--- config.mk ---
export PLATFORM = sky130hd
export DESIGN_NAME = bank_mapper
export DESIGN_NICKNAME = d
export VERILOG_FILES = /design/src/rtl/bank_mapper_pkg.sv /design/src/rtl/bank_io_decode.sv /design/src/rtl/bank_latch.sv /design/src/rtl/bank_addr_xlate.sv /design/src/rtl/bank_mapper.sv
export SDC_FILE = /design/constraint.sdc
export NUM_CORES = 1
export LEC_CHECK = 0
export BUFFER_PORTS_ARGS = -buffer_cell sky130_fd_sc_hd__buf_2
export CORE_AREA = 2 2 39 41
export DETAILED_ROUTE_END_ITERATION = 8
export DIE_AREA = 0 0 41 43
export GPL_TIMING_DRIVEN = 1
export SLEW_MARGIN = 40
export SYNTH_ARGS = -nofsm -noshare
export SYNTH_HDL_FRONTEND = slang
export SYNTH_HIERARCHICAL = 1
export SYNTH_SLANG_ARGS = --single-unit
--- constraint.sdc ---
create_clock -name clk_i -period 0.8 [get_ports clk_i]
set_input_delay 0.08 -clock clk_i [delete_from_list [all_inputs] [get_ports clk_i]]
set_output_delay 0.08 -clock clk_i [all_outputs]
set_load 0.05 [all_outputs]
--- src/rtl/bank_mapper_pkg.sv ---
package bank_mapper_pkg;
  localparam int unsigned CPU_AW   = 16;
  localparam int unsigned DATA_W   = 8;
  localparam int unsigned BLK_BITS = 2;
  localparam int unsigned IO_AW    = 8;
  localparam logic [IO_AW-1:0] BANK_PORT = 8'h1F;
endpackage

--- src/rtl/bank_io_decode.sv ---
module bank_io_decode #(
  parameter int unsigned IO_AW = 8,
  parameter logic [IO_AW-1:0] PORT = '0
) (
  input  logic [IO_AW-1:0] io_addr_i,
  input  logic             iorq_ni,
  input  logic             wr_ni,
  output logic             load_o
);
  assign load_o = !iorq_ni && !wr_ni && (io_addr_i == PORT);
endmodule

--- src/rtl/bank_latch.sv ---
module bank_latch #(
  parameter int unsigned BLK_BITS = 2
) (
  input  logic                clk_i,
  input  logic                rst_ni,
  input  logic                load_i,
  input  logic [BLK_BITS-1:0] data_i,
  output logic [BLK_BITS-1:0] bank_o
);
  always_ff @(posedge clk_i or negedge rst_ni) begin
    if (!rst_ni)     bank_o <= '0;
    else if (load_i) bank_o <= data_i;
  end

  AST_BANK_LOAD: assert property (@(posedge clk_i) disable iff (!rst_ni)
    load_i |=> bank_o == $past(data_i));
  AST_BANK_HOLD: assert property (@(posedge clk_i) disable iff (!rst_ni)
    !load_i |=> $stable(bank_o));
endmodule

--- src/rtl/bank_addr_xlate.sv ---
module bank_addr_xlate #(
  parameter int unsigned CPU_AW   = 16,
  parameter int unsigned BLK_BITS = 2,
  localparam int unsigned OFF_W   = CPU_AW - 1,
  localparam int unsigned PA_W    = OFF_W + BLK_BITS
) (
  input  logic [CPU_AW-1:0]   addr_i,
  input  logic [BLK_BITS-1:0] bank_i,
  output logic [PA_W-1:0]     paddr_o
);
  logic [BLK_BITS-1:0] blk_sel;

  generate
    if (BLK_BITS == 1) begin : g_one_bit
      assign blk_sel = addr_i[CPU_AW-1] | bank_i;
    end else begin : g_multi_bit
      // upper window pinned to the top block
      assign blk_sel = addr_i[CPU_AW-1] ? {BLK_BITS{1'b1}} : bank_i;
    end
  endgenerate

  assign paddr_o = {blk_sel, addr_i[OFF_W-1:0]};
endmodule

--- src/rtl/bank_mapper.sv ---
module bank_mapper
  import bank_mapper_pkg::*;
#(
  parameter int unsigned AW  = CPU_AW,
  parameter int unsigned DW  = DATA_W,
  parameter int unsigned BB  = BLK_BITS,
  parameter int unsigned IAW = IO_AW,
  parameter logic [IAW-1:0] PORT = BANK_PORT,
  localparam int unsigned PA_W = AW - 1 + BB
) (
  input  logic            clk_i,
  input  logic            rst_ni,
  input  logic [AW-1:0]   addr_i,
  input  logic [DW-1:0]   data_i,
  input  logic            iorq_ni,
  input  logic            wr_ni,
  input  logic            mreq_ni,
  output logic [PA_W-1:0] paddr_o,
  output logic            ram_cs_o
);
  logic          load;
  logic [BB-1:0] bank;
  logic          unused_bits;

  assign unused_bits = ^{data_i[DW-1:BB], addr_i[AW-1:IAW]};

  bank_io_decode #(.IO_AW(IAW), .PORT(PORT)) u_dec (
    .io_addr_i (addr_i[IAW-1:0]),
    .iorq_ni   (iorq_ni),
    .wr_ni     (wr_ni),
    .load_o    (load)
  );

  bank_latch #(.BLK_BITS(BB)) u_latch (
    .clk_i  (clk_i),
    .rst_ni (rst_ni),
    .load_i (load),
    .data_i (data_i[BB-1:0]),
    .bank_o (bank)
  );

  bank_addr_xlate #(.CPU_AW(AW), .BLK_BITS(BB)) u_xlate (
    .addr_i  (addr_i),
    .bank_i  (bank),
    .paddr_o (paddr_o)
  );

  assign ram_cs_o = ~mreq_ni;

  AST_UPPER_TOP: assert property (@(posedge clk_i) disable iff (!rst_ni)
    addr_i[AW-1] |-> paddr_o[PA_W-1:AW-1] == {BB{1'b1}});
  AST_OFFSET_PASS: assert property (@(posedge clk_i) disable iff (!rst_ni)
    paddr_o[AW-2:0] == addr_i[AW-2:0]);
  AST_LOWER_BANK: assert property (@(posedge clk_i) disable iff (!rst_ni)
    !addr_i[AW-1] |-> paddr_o[PA_W-1:AW-1] == bank);
  AST_NO_STRAY_LOAD: assert property (@(posedge clk_i) disable iff (!rst_ni)
    (iorq_ni || wr_ni) |=> $stable(bank));
  AST_CS_FOLLOWS: assert property (@(posedge clk_i) disable iff (!rst_ni)
    ram_cs_o != mreq_ni);
endmodule

== Word level (Yosys, flattened, before mapping) ==
Index checks and enable logic that the tools add are counted.

* Bitwise gates (word level): 1
* Eq/ne operators: 1
* Reductions and logical operators: 4
* Mux-type cells: 1

{| class="wikitable"
|+ Operators by type and width
! kind !! count
|-
| $eq 8x5->1 const B || 1
|-
| $logic_and 1x1->1 || 2
|-
| $logic_not 1->1 || 2
|-
| $mux 2 || 1
|-
| $not 1->1 || 1
|}

* Output and inout port bits: 18
* Bits of input ports: 29
* Word-level logic and storage cells: 8
* Register bits: 2

== Depth between registers and ports, before layout ==
Gate-level depths: netlist of the first run.

* Depth in word-level cells: 3
* Depth in mapped cells: 3
* Mapped depth without buffers: 3

== Cells and area by module ==
The synthesis of the first run kept the hierarchy.

{| class="wikitable"
|+ Modules (own cells, without submodules)
! module !! cells each !! times used !! seq. area each (um^2) !! area each (um^2)
|-
| bank_addr_xlate || 17 || 1 || 0.0 || 125.1
|-
| bank_latch || 4 || 1 || 50.0 || 72.6
|-
| bank_io_decode || 3 || 1 || 0.0 || 33.8
|-
| bank_mapper || 1 || 1 || 0.0 || 3.8
|}

== Worst setup path before layout of the first run ==
Ideal clock, no wire load.

* Path kind: input-to-reg
* From: input addr_i[5]
* To: register u_latch.bank_o[0]
* Library setup time: 125 ps
* Data arrival time: 862 ps
* Slack: -187 ps
* Cell stages on the path: 3
* Path through: nor4b_2 > and4_1 > mux2_2

* Word-level cells in the longest chain between the ends: 2

{| class="wikitable"
|+ Ends and longest elaborated chain
! element !! line !! text
|-
| from (decl) || bank_mapper.sv:13 || <nowiki>input logic [AW-1:0] addr_i,</nowiki>
|-
| $eq 8x5->1 || bank_io_decode.sv:10 || <nowiki>assign load_o = !iorq_ni && !wr_ni && (io_addr_i == PORT);</nowiki>
|-
| $logic_and 1x1->1 || bank_io_decode.sv:10 ||
|-
| named net load || bank_mapper.sv:21 || <nowiki>logic load;</nowiki>
|-
| to (signal assigned) || bank_latch.sv:12 || <nowiki>else if (load_i) bank_o <= data_i;</nowiki>
|-
| to (decl) || bank_latch.sv:8 || <nowiki>output logic [BLK_BITS-1:0] bank_o</nowiki>
|}

The timed path passes the listed nets, and every way through them passes these cells.
A chain may end at the register's enable or synchronous reset.

== Final worst setup path of the first run ==
* From: register u_latch.bank_o[0]
* To: output paddr_o[15]

* Word-level cells in the longest chain between the ends: 1

{| class="wikitable"
|+ Ends and longest elaborated chain
! element !! line !! text
|-
| $mux 2 || bank_addr_xlate.sv:18 || <nowiki>assign blk_sel = addr_i[CPU_AW-1] ? {BLK_BITS{1'b1}} : bank_i;</nowiki>
|-
| to (decl) || bank_mapper.sv:18 || <nowiki>output logic [PA_W-1:0] paddr_o,</nowiki>
|}

No other way between the ends.

==> results.txt, run 1 <==
* Layout net count: 71
* Combinational family with the most area after synthesis: buffers and inverters
* Maximum clock insertion buffer count: 2
* Share of the synthesized area in compound gates (AO/OA/AOI/OAI): 0%
* Diode count: 0
- Summing the areas of all fa, ha and maj instances in the mapped netlist gives 0% of the synthesized area.
- Number of pins exceeding their max-slew limit in the final report: 0
- Largest cells by area after synthesis: buf_4 (48%), dfrtp_1 (21%), mux2_2 (9.6%)
- After detailed routing, the number of remaining DRC violations is 0.
- The worst-case IR drop observed on VDD is 286 uV.
* Violated checks: setup timing
* Total number of yosys warnings: 6
- Worst Path Arrival: 0.96 ns
- Setup repair after global routing could not meet its margin everywhere.
- More flip-flops sit in one register than any other, and that register is u_latch/bank_o.
- Number of buffers created by CTS: 3
- Pre-CTS WS: -0.392 ns
* Post-synthesis cell area: 235 um2
- Worst hold margin: 0.0918 ns
- Number of enable-type register cells in the synthesized netlist: 0
- Synthesis inferred 2 register bits.
- Clock tree from TritonCTS: built
- The most used flip-flop cell after synthesis is dfrtp_1.
- After floorplanning, the core was sized to cover 1380 um2.
* Largest registers ranked by flip-flop count: u_latch/bank_o x2
* Multiplexer share of the synthesized area: 9.57%
- The final hold violation count was 0.
- CTS saw 2 sinks.
* Floorplan die area: 1760 um2
- Clk Latency, worst-skew pair: 0.22 ns
- Number of flip-flops in the largest register: 2
- Category of the worst setup path capture point: output pin
- In this run the static leakage power is 0.185 nW.
* Largest driver fanout on the critical path: 2
- Start-to-end type of the worst setup path: reg -> out
- Detailed-route wire length per cell: 8.45 um
- The detail route stage leaves a number of antenna-violating nets equal to 0.
- Slew at the pin with the worst max-slew slack: 0.256 ns
- Placement Rows: 14
- Top achievable clock speed: 958 MHz
- Area fraction in and, or, nand and nor cells after synthesis: 19.7%
- The number of global-route vias before repair was 176.
- Hold/Removal Path Class: in -> reg
- Portion of synthesized cell area occupied by the leading cell type: 47.9%
- Antenna violations before repair: 0
* Clock transition time at the flip-flop clock pins of the worst setup and hold paths: 0.03 ns
* DIE WIDTH: 41 um
* Buffers on Ports: 26
- Entering global routing, the biggest net connects 3 pins.
- The first routing iteration left 0 violations.
* Die height: 43 um
* Root buffer cell: clkbuf_4
- In the post-route analysis, the smallest setup slack over all paths is -0.244 ns.
* Share of flip-flops with an asynchronous set or reset: 100%
- Area growth, synth to finish: 39.9%
* Count leader, synth: buf_4
* XOR/XNOR Fraction of Synth Area: 0%
- The initial utilization of the core area, before any placement, comes to 17.0%.
- Across every metal layer, demand over resource in global routing totals 6.21%.
- Across all layers, the routed design uses 204 vias.
- In the final layout, the share of cells above drive strength 1 is 87.5%.
* Cell at the slowest stage of the critical path: dfrtp_1
- Dividing total power by cell area gives a power density of 1610 nW/um2.
- Library cell occupying the most area in the post-synthesis netlist: buf_4
- Min Clock Period, post-route: 1.04 ns
* Setup Viol. Count Final: 4
- Sequential cell area fraction in the yosys report: 21.3%
- CTS built an H-tree with a depth of 1.
- Post-route clock skew: 0 ns
- Post-CTS Repair Setup Buffers: 0
- Number of distinct standard cells referenced by the synthesized netlist: 8
* Syn Inst Count: 25
- Routability-driven placement finished with a final weighted congestion of 0.487.
- Post-route clock period utilization: 130%
* GRT overflow: 0
* First-pass GRT wire length: 621 um
- Number of search-and-repair iterations in the first detailed-routing pass: 1
- Number of primary I/O pins: 47
* Tightest slew margin relative to the limit: 83.1%
- Synthesized area per cell: 9.41 um2
* List of cells traversed by the critical path: or2_4, buf_6
- STA puts the critical path data required time at 0.72 ns.
* Delay of the slowest cell on the worst path: 0.37 ns
* Routed via count divided by cell count: 3.64
- Ranking of synthesized cells by instance count: buf_4 (15), dfrtp_1 (2), mux2_2 (2), or2_1 (2)
* Count of max-cap constraint violations: 0
* Run status: finished, violations left
- The worst setup path is launched from a flip-flop.
- Counting every net in the synthesized netlist gives 54.
- Final Routed Wirelength: 473 um
## worst paths after layout
kind	to	start	slack, ns	cells after the start
min in group asynchronous	u_latch/bank_o[0]	rst_ni	0.18	2
worst max register to register	u_latch/bank_o[0]	u_latch/bank_o[0]	0.05	1
worst max-delay path	paddr_o[15]	u_latch/bank_o[0]	-0.24	2
worst min register to register	u_latch/bank_o[1]	u_latch/bank_o[1]	0.50	1
max in group asynchronous	u_latch/bank_o[1]	rst_ni	0.53	2
worst min-delay path	u_latch/bank_o[1]	data_i[1]	0.09	2
## cells by family after synthesis
group,count (synthesis)
buf+inv,16
flops,2
mux,2
simple gates,5
## per-stage QoR
stage / instances / area [um2] / setup TNS (ns) / total power, mW / util (%)
final: 56 / 329 / -0.777 / 0.531 / 23.8
after global routing: 56 / 329 / -0.948 / 0.566 / 23.8
after CTS: 56 / 323 / -0.805 / 0.548 / 23.3
after detailed placement: 52 / 278 / -0.891 / 0.299 / 20.1
after global placement: 52 / 278 / -0.858 / 0.299 / 20.1
after floorplan: 25 / 240 / -0.370 / 0.361 / -
## layout make-up
| cell class | count | area, um2 |
|---|---|---|
| fill | 157 | 1050 |
| timing repair buffer | 27 | 153 |
| inverter | 1 | 3.75 |
| tap | 16 | 20.0 |
| sequential | 2 | 50.0 |
| clock buffer | 3 | 22.5 |
| multi-input combinational | 7 | 80.1 |
## report_power, final
part	total, mW	internal (mW)	leakage (nW)	switching (mW)
clock network	0.220	0.165	0.0138	0.0551
logic	0.205	0.0705	0.143	0.134
registers	0.106	0.105	0.0278	0.00132
total	0.531	0.341	0.185	0.190
## cell usage in the layout, fill, tap and decap left out
cell type,n
and4_1,1
buf_2,24
buf_6,2
clkbuf_4,3
dfrtp_1,2
dlygate4sd3_1,1
inv_1,1
mux2_2,2
nor4b_2,1
nor4bb_2,1
or2_4,2
## critical path, delay by kind of cell (launching register included)
family	cells	cell delay, ns
flip-flops	1	0.37
buffers and inverters	1	0.15
AND/OR/NAND/NOR	1	0.23
## timing repair
item	4_1_cts	5_1_grt
cloned	0	0
hold buffers	1	0
hold endpoints to repair	2	0
resized for setup	4	1
pin swaps	0	2
setup endpoints to repair	4	4
## layer usage
metal  global-route usage (%)  part of all wire (%)  up-vias
met5                        0                     0        -
li1                         -                     -       97
met1                     4.15                    29       86
met3                     1.57                    17        2
met4                     12.7                  0.42        0
met2                     8.44                    54       19
Power figures use the tool's default switching activity.
==> inputs of run 2 (changes only) <==
--- a/config.mk
+++ b/config.mk
@@ -10,4 +10,5 @@
 export DETAILED_ROUTE_END_ITERATION = 8
 export DIE_AREA = 0 0 41 43
+export GPL_ROUTABILITY_DRIVEN = 0
 export GPL_TIMING_DRIVEN = 1
 export SLEW_MARGIN = 40
==> constraint.sdc (replaced) <==
create_clock -name clk_i -period 0.8 [get_ports clk_i]
set_input_delay 0.04 -clock clk_i [delete_from_list [all_inputs] [get_ports clk_i]]
set_output_delay 0.04 -clock clk_i [all_outputs]
set_load 0.05 [all_outputs]
==> results.txt, run 2 (synthesized netlist as in run 1, its figures left out) <==
- Buffers on Ports: 26 (unchanged)
- The max-capacitance violation count was 0 (unchanged).
- Max rail drop VDD: 337 uV (was 286 uV)
- The die height came to 43 um (unchanged).
* Antenna-violating nets left: 0 (unchanged)
- The total via count after detailed routing is 206 (was 204).
- Fraction of layout cells with a size suffix above 1: 85.0% (was 87.5%)
- The maximum number of pins on one net before global-route repair is 3 (unchanged).
- Diode count: 0 (unchanged)
* Worst Slack Setup Final: -0.197 ns (was -0.244 ns)
- Antenna violations before repair: 0 (unchanged)
- The total leakage power came to 0.210 nW (was 0.185 nW).
- The most common cell after layout, fill and taps aside is buf_2 (unchanged).
- The library cell used as clock root buffer is clkbuf_4 (unchanged).
- The violation count after the first detailed-routing iteration is 0 (unchanged).
- The maximum clock rate is 1000 MHz (was 958 MHz).
- The number of rows created at floorplan was 14 (unchanged).
- Clock tree from TritonCTS: built (unchanged)
- Setup repair after global routing missed its margin: true (unchanged).
- The path type of the worst min-delay path is in -> reg (unchanged).
- Post-route clock skew: 0 ns (unchanged)
- The top-level port count is 47 (unchanged).
- The wire length reported by the detailed router was 524 um (was 473 um).
* Flop2flop setup slack: 0.06 ns (was 0.05 ns)
- CTS H-tree depth: 1 (unchanged)
* Layout net count: 71 (unchanged)
- The clock edge transition at the registers on the reported setup and hold paths came to 0.03 ns (about the same).
- The overall routing resource usage was 7.82% (was 6.21%).
- Most used cells in the layout excluding fill and tap cells: buf_2 (19), buf_6 (7), clkbuf_4 (3) (was buf_2 (24), clkbuf_4 (3)).
* # fillers: 155 (was 157)
- The post-route setup TNS came to -0.517 ns (was -0.777 ns).
- Floorplan die area: 1760 um2 (unchanged)
- The overall power is 0.560 mW (was 0.531 mW).
* Setup Viol. Count Final: 4 (unchanged)
* Start-to-end type of the worst setup path: reg -> out (unchanged)
- The number of buffers inserted during clock tree synthesis is 3 (unchanged).
* Run status: finished, violations left (unchanged)
* Area growth, synth to finish: 61.2% (was 39.9%)
- Tightest slew margin relative to the limit: 83.3% (was 83.1%)
- Routed via count divided by cell count: 3.68 (was 3.64)
- Largest driver fanout on the critical path: 2 (unchanged)
* Violated checks: setup timing (unchanged)
- The insertion delay to the later sink of the worst-skew pair came to 0.23 ns (was 0.22 ns).
- Detailed-route wire length per cell: 9.36 um (was 8.45 um)
- Number of search-and-repair iterations in the first detailed-routing pass: 1 (unchanged)
* Largest registers ranked by flip-flop count: u_latch/bank_o x2 (unchanged)
- The flip-flop count of the largest register after layout came to 2 (unchanged).
* Post-route clock period utilization: 125% (was 130%)
* Number of pins exceeding their max-slew limit in the final report: 0 (unchanged)
* Slew at the pin with the worst max-slew slack: 0.253 ns (was 0.256 ns)
- Required @ worst endpoint: 0.76 ns (was 0.72 ns)
- The worst setup slack before clock tree synthesis is -0.342 ns (was -0.392 ns).
- Power density of the placed cells: 1480 nW/um2 (was 1610 nW/um2)
- The number of standard cells in the final layout excluding fillers is 56 (unchanged).
- The final hold violation count was 0 (unchanged).
* Core Region: 1380 um2 (unchanged)
* Worst Path Arrival: 0.96 ns (about the same)
* First-pass GRT wire length: 793 um (was 621 um)
- Min Clock Period, post-route: 0.997 ns (was 1.04 ns)
- The count of unresolved DRC violations after routing was 0 (unchanged).
- DIE WIDTH: 41 um (unchanged)
* Total instance count after detailed placement: 52 (unchanged)
* Final HPWL DP: 405 um
- Category of the worst setup path capture point: output pin (unchanged)
- Vias in the first global route: 232 (was 176)
- The register containing the most flip-flops in the final layout was u_latch/bank_o (unchanged).
- Launching element type of the critical path: flip-flop (unchanged)
- The initial core utilization was 17.0% (unchanged).
* Maximum clock insertion buffer count: 2 (unchanged)
- The total number of clock tree sinks came to 2 (unchanged).
* GRT overflow: 0 (unchanged)
run 2: routing by layer:
| metal | wire, um | part of all wire (%) | global-route usage (%) |
|---|---|---|---|
| met3 | 89 | 17 | 2.09 |
| met2 | 283 | 54 | 11.3 |
| met1 | 117 | 22 | 4.47 |
| met4 | 34 | 6.5 | 16.0 |
| met5 | 0 | 0 | 0 |
run 2: per-stage QoR:
| stage | hold WS, ns | utilization, % | cell area (um2) |
|---|---|---|---|
| 2_1_floorplan | -0.256 | - | 235 |
| 3_3_place_gp | -0.174 | 19.7 | 273 |
| 3_5_place_dp | -0.173 | 19.7 | 273 |
| 4_1_cts | 0.0474 | 24.1 | 334 |
| 5_1_grt | 0.0504 | 27.4 | 379 |
| 6_report | 0.0505 | 27.4 | 379 |
run 2: cell type report:
class / count / area, um2 / area share (%)
Clock buffer: 3 / 22.5 / 5.94
Inverter: 1 / 3.75 / 0.990
Multi-Input combinational cell: 7 / 98.8 / 26.1
Sequential cell: 2 / 50.0 / 13.2
Tap cell: 16 / 20.0 / 5.28
Timing Repair Buffer: 27 / 184 / 48.5
run 2: critical path, cell delays in order (launching register included):
cell and delay [ns]:
dfrtp_1 0.36, or2_1 0.22, buf_6 0.15
run 2: timing repair:
item / 4_1_cts / 5_1_grt
pin swaps: 0 / 1
endpoints found under the setup margin: 4 / 4
hold buffers: 1 / 0
setup buffers: 0 / 0
gates resized for setup: 7 / 8
endpoints found under the hold margin: 2 / 0
run 2: worst paths after layout:
| check | endpoint | startpoint | cells past startpoint |
|---|---|---|---|
| max | paddr_o[16] | u_latch/bank_o[1] | 2 |
| min | u_latch/bank_o[1] | data_i[1] | 2 |
| max reg2reg | u_latch/bank_o[1] | u_latch/bank_o[1] | 1 |
| min reg2reg | u_latch/bank_o[1] | u_latch/bank_o[1] | 1 |
| max in group asynchronous | u_latch/bank_o[0] | rst_ni | 2 |
| min in group asynchronous | u_latch/bank_o[1] | rst_ni | 2 |
run 2: power breakdown:
group	leakage [nW]	internal, mW	total [mW]	switching, mW
clock network	0.0138	0.166	0.227	0.0615
logic	0.168	0.0867	0.227	0.140
registers	0.0278	0.105	0.106	0.00113
total	0.210	0.357	0.560	0.203
==> inputs of run 3 (changes only) <==
Clock period 0.8 ns to 1.27 ns, I/O delays scaled along.
==> results.txt, run 3 (synthesized netlist as in run 1, its figures left out) <==
- DRC viols: 0 (unchanged)
* Category of the worst setup path capture point: output pin (unchanged)
* CTS H-tree depth: 1 (unchanged)
- Vias in the first global route: 178 (was 232)
- The final hold violation count came to 0 (unchanged).
- Die height: 43 um (unchanged)
- The total congestion overflow after global routing is 0 (unchanged).
* Maximum clock insertion buffer count: 2 (unchanged)
- The most common cell after layout, fill and taps aside is buf_2 (unchanged).
- Worst hold margin: 0.0823 ns (was 0.0505 ns)
* Floorplan die area: 1760 um2 (unchanged)
* Number of DRC markers after the initial detailed-route iteration: 2 (was 0)
* Detailed-route wire length per cell: 7.86 um (was 9.36 um)
* Min-Delay Path Depth: 2 (unchanged)
- Diode count: 0 (unchanged)
* Count of max-cap constraint violations: 0 (unchanged)
- The quantity of gates resized following cts is 0 (was 7).
- Largest driver fanout on the critical path: 2 (unchanged)
* Fraction of layout cells with a size suffix above 1: 80.0% (was 85.0%)
* Pin count of the biggest net entering global routing: 3 (unchanged)
- The total number of clock tree sinks is 2 (unchanged).
* Run status: completed (was finished, violations left)
* First-pass GRT wire length: 552 um (was 793 um)
* Number of primary I/O pins: 47 (unchanged)
- The category of the most critical setup path is reg -> out (unchanged).
* Power density of the placed cells: 1050 nW/um2 (was 1480 nW/um2)
- The total leakage power was 0.179 nW (was 0.210 nW).
- The total count of max-transition violations in the final report is 0 (unchanged).
* Final HPWL DP: 400 um (was 405 um)
* Core Region: 1380 um2 (unchanged)
- The number of antenna violations at the first check in global routing is 0 (unchanged).
- The number of rows created at floorplan is 14 (unchanged).
- The most crowded layer after global routing is met2 (was met4).
- Clock tree from TritonCTS: built (unchanged)
* Largest registers ranked by flip-flop count: u_latch/bank_o x2 (unchanged)
* Clock transition time at the flip-flop clock pins of the worst setup and hold paths: 0.03 ns (about the same)
- Number of flip-flops in the largest register: 2 (unchanged)
* Required @ worst endpoint: 1.21 ns (was 0.76 ns)
- The category of the worst setup path launch point is a flip-flop (unchanged).
* Number of buffers created by CTS: 3 (unchanged)
* Final Routed Wirelength: 440 um (was 524 um)
* Cell at the slowest stage of the critical path: dfrtp_1 (unchanged)
- The total non-filler cell area in the finished layout is 305 um2 (was 379 um2).
- Top achievable clock speed: 959 MHz
- Slew at the pin with the worst max-slew slack: 0.249 ns (was 0.253 ns)
- Buffers on Ports: 26 (unchanged)
- Setup Viol. Count Final: 0 (was 4)
- The number of filler instances in the final layout is 165 (was 155).
- The total via count after detailed routing was 196 (was 206).
* Met3 layer usage reported by global route: 3.14% (was 2.09%)
* Root buffer cell: clkbuf_4 (unchanged)
- The worst voltage drop across the vdd grid is 210 uV (was 337 uV).
- Cell area after placement: 273 um2 (unchanged)
- The stage delay of the slowest cell on the critical path is 0.36 ns (about the same).
- The global-route track usage on met2 was 8.75% (was 11.3%).
* Effective utilization at floorplan: 17.0% (unchanged)
- Antenna-violating nets left: 0 (unchanged)
* Post-route clock period utilization: 82.1%
- Min Clock Period, post-route: 1.04 ns
* Gr usage total: 5.42% (was 7.82%)
- The per-cell via count in the routed design is 3.50 (was 3.68).
- Most used cells in the layout excluding fill and tap cells: buf_2 (26), clkbuf_4 (3), mux2_2 (2), dfrtp_1 (2), or2_1 (2) (was buf_2 (19), buf_6 (7), clkbuf_4 (3))
* Reg2Reg Depth: 1 (unchanged)
* Area growth, synth to finish: 29.8% (was 61.2%)
- Number of search-and-repair iterations in the first detailed-routing pass: 2 (was 1)
* Tightest slew margin relative to the limit: 83.5% (was 83.3%)
* Top register by number of flip-flops: u_latch/bank_o (unchanged)
- List of cells traversed by the critical path: or2_1, buf_2 (was or2_1, buf_6).
* Summed negative setup slack over all endpoints: 0 ns (was -0.517 ns)
- The arrival time of the worst setup path came to 0.98 ns (was 0.96 ns).
- Setup repair after global routing missed its margin: false (was true).
- The width of the chip came to 41 um (unchanged).
* Clk Latency, worst-skew pair: 0.22 ns (was 0.23 ns)
- Post-route clock skew: 0 ns (unchanged)
* Layout net count: 71 (unchanged)
* Hold/Removal Path Class: in -> reg (unchanged)
- Met1 Track Usage GR: 2.57% (was 4.47%)
run 3: worst max-delay path: cells and delay by family (launching register included):
| family | cells | cell delay, ns |
|---|---|---|
| buffers and inverters | 1 | 0.21 |
| flip-flops | 1 | 0.36 |
| AND/OR/NAND/NOR | 1 | 0.20 |
run 3: what timing repair did:
item,CTS,global route
hold endpoints to repair,2,0
endpoints found under the setup margin,0,0
hold buffers,1,0
setup buffers,0,0
run 3: power breakdown:
group	switching, mW	internal (mW)	total [mW]
registers	0.000621	0.0659	0.0666
logic	0.0825	0.0362	0.119
clock network	0.0317	0.104	0.136
total	0.115	0.206	0.321
run 3: cell type report:
cell class	count	area [um2]	share of cell area (%)
well taps	16	20.0	6.56
repair buffers	27	140	45.9
multi-input cells	7	68.8	22.5
flip-flops and latches	2	50.0	16.4
inverters	1	3.75	1.23
clock buffers	3	22.5	7.38
run 3: worst paths after layout:
check | startpoint | endpoint | slack, ns
setup / recovery | u_latch/bank_o[0] | paddr_o[15] | 0.23
hold reg to reg | u_latch/bank_o[1] | u_latch/bank_o[1] | 0.49
min in group asynchronous | rst_ni | u_latch/bank_o[0] | 0.16
max in group asynchronous | rst_ni | u_latch/bank_o[1] | 1.02
hold / removal | data_i[0] | u_latch/bank_o[0] | 0.08
setup reg to reg | u_latch/bank_o[0] | u_latch/bank_o[0] | 0.54
run 3: per-stage QoR:
step                      cells  utilization, %  total power [mW]  worst slack (ns)
after floorplan              25               -             0.223             0.300
after global placement       52            19.7             0.184            0.0901
after detailed placement     52            19.7             0.185             0.111
after CTS                    56            22.1             0.332             0.211
after global routing         56            22.1             0.342             0.168
final                        56            22.1             0.321             0.227
run 3: per-layer routing:
| metal | routed length (um) | share of wire, % |
|---|---|---|
| met1 | 86 | 20 |
| met2 | 256 | 58 |
| met3 | 97 | 22 |
| met4 | 0 | 0 |
| met5 | 0 | 0 |
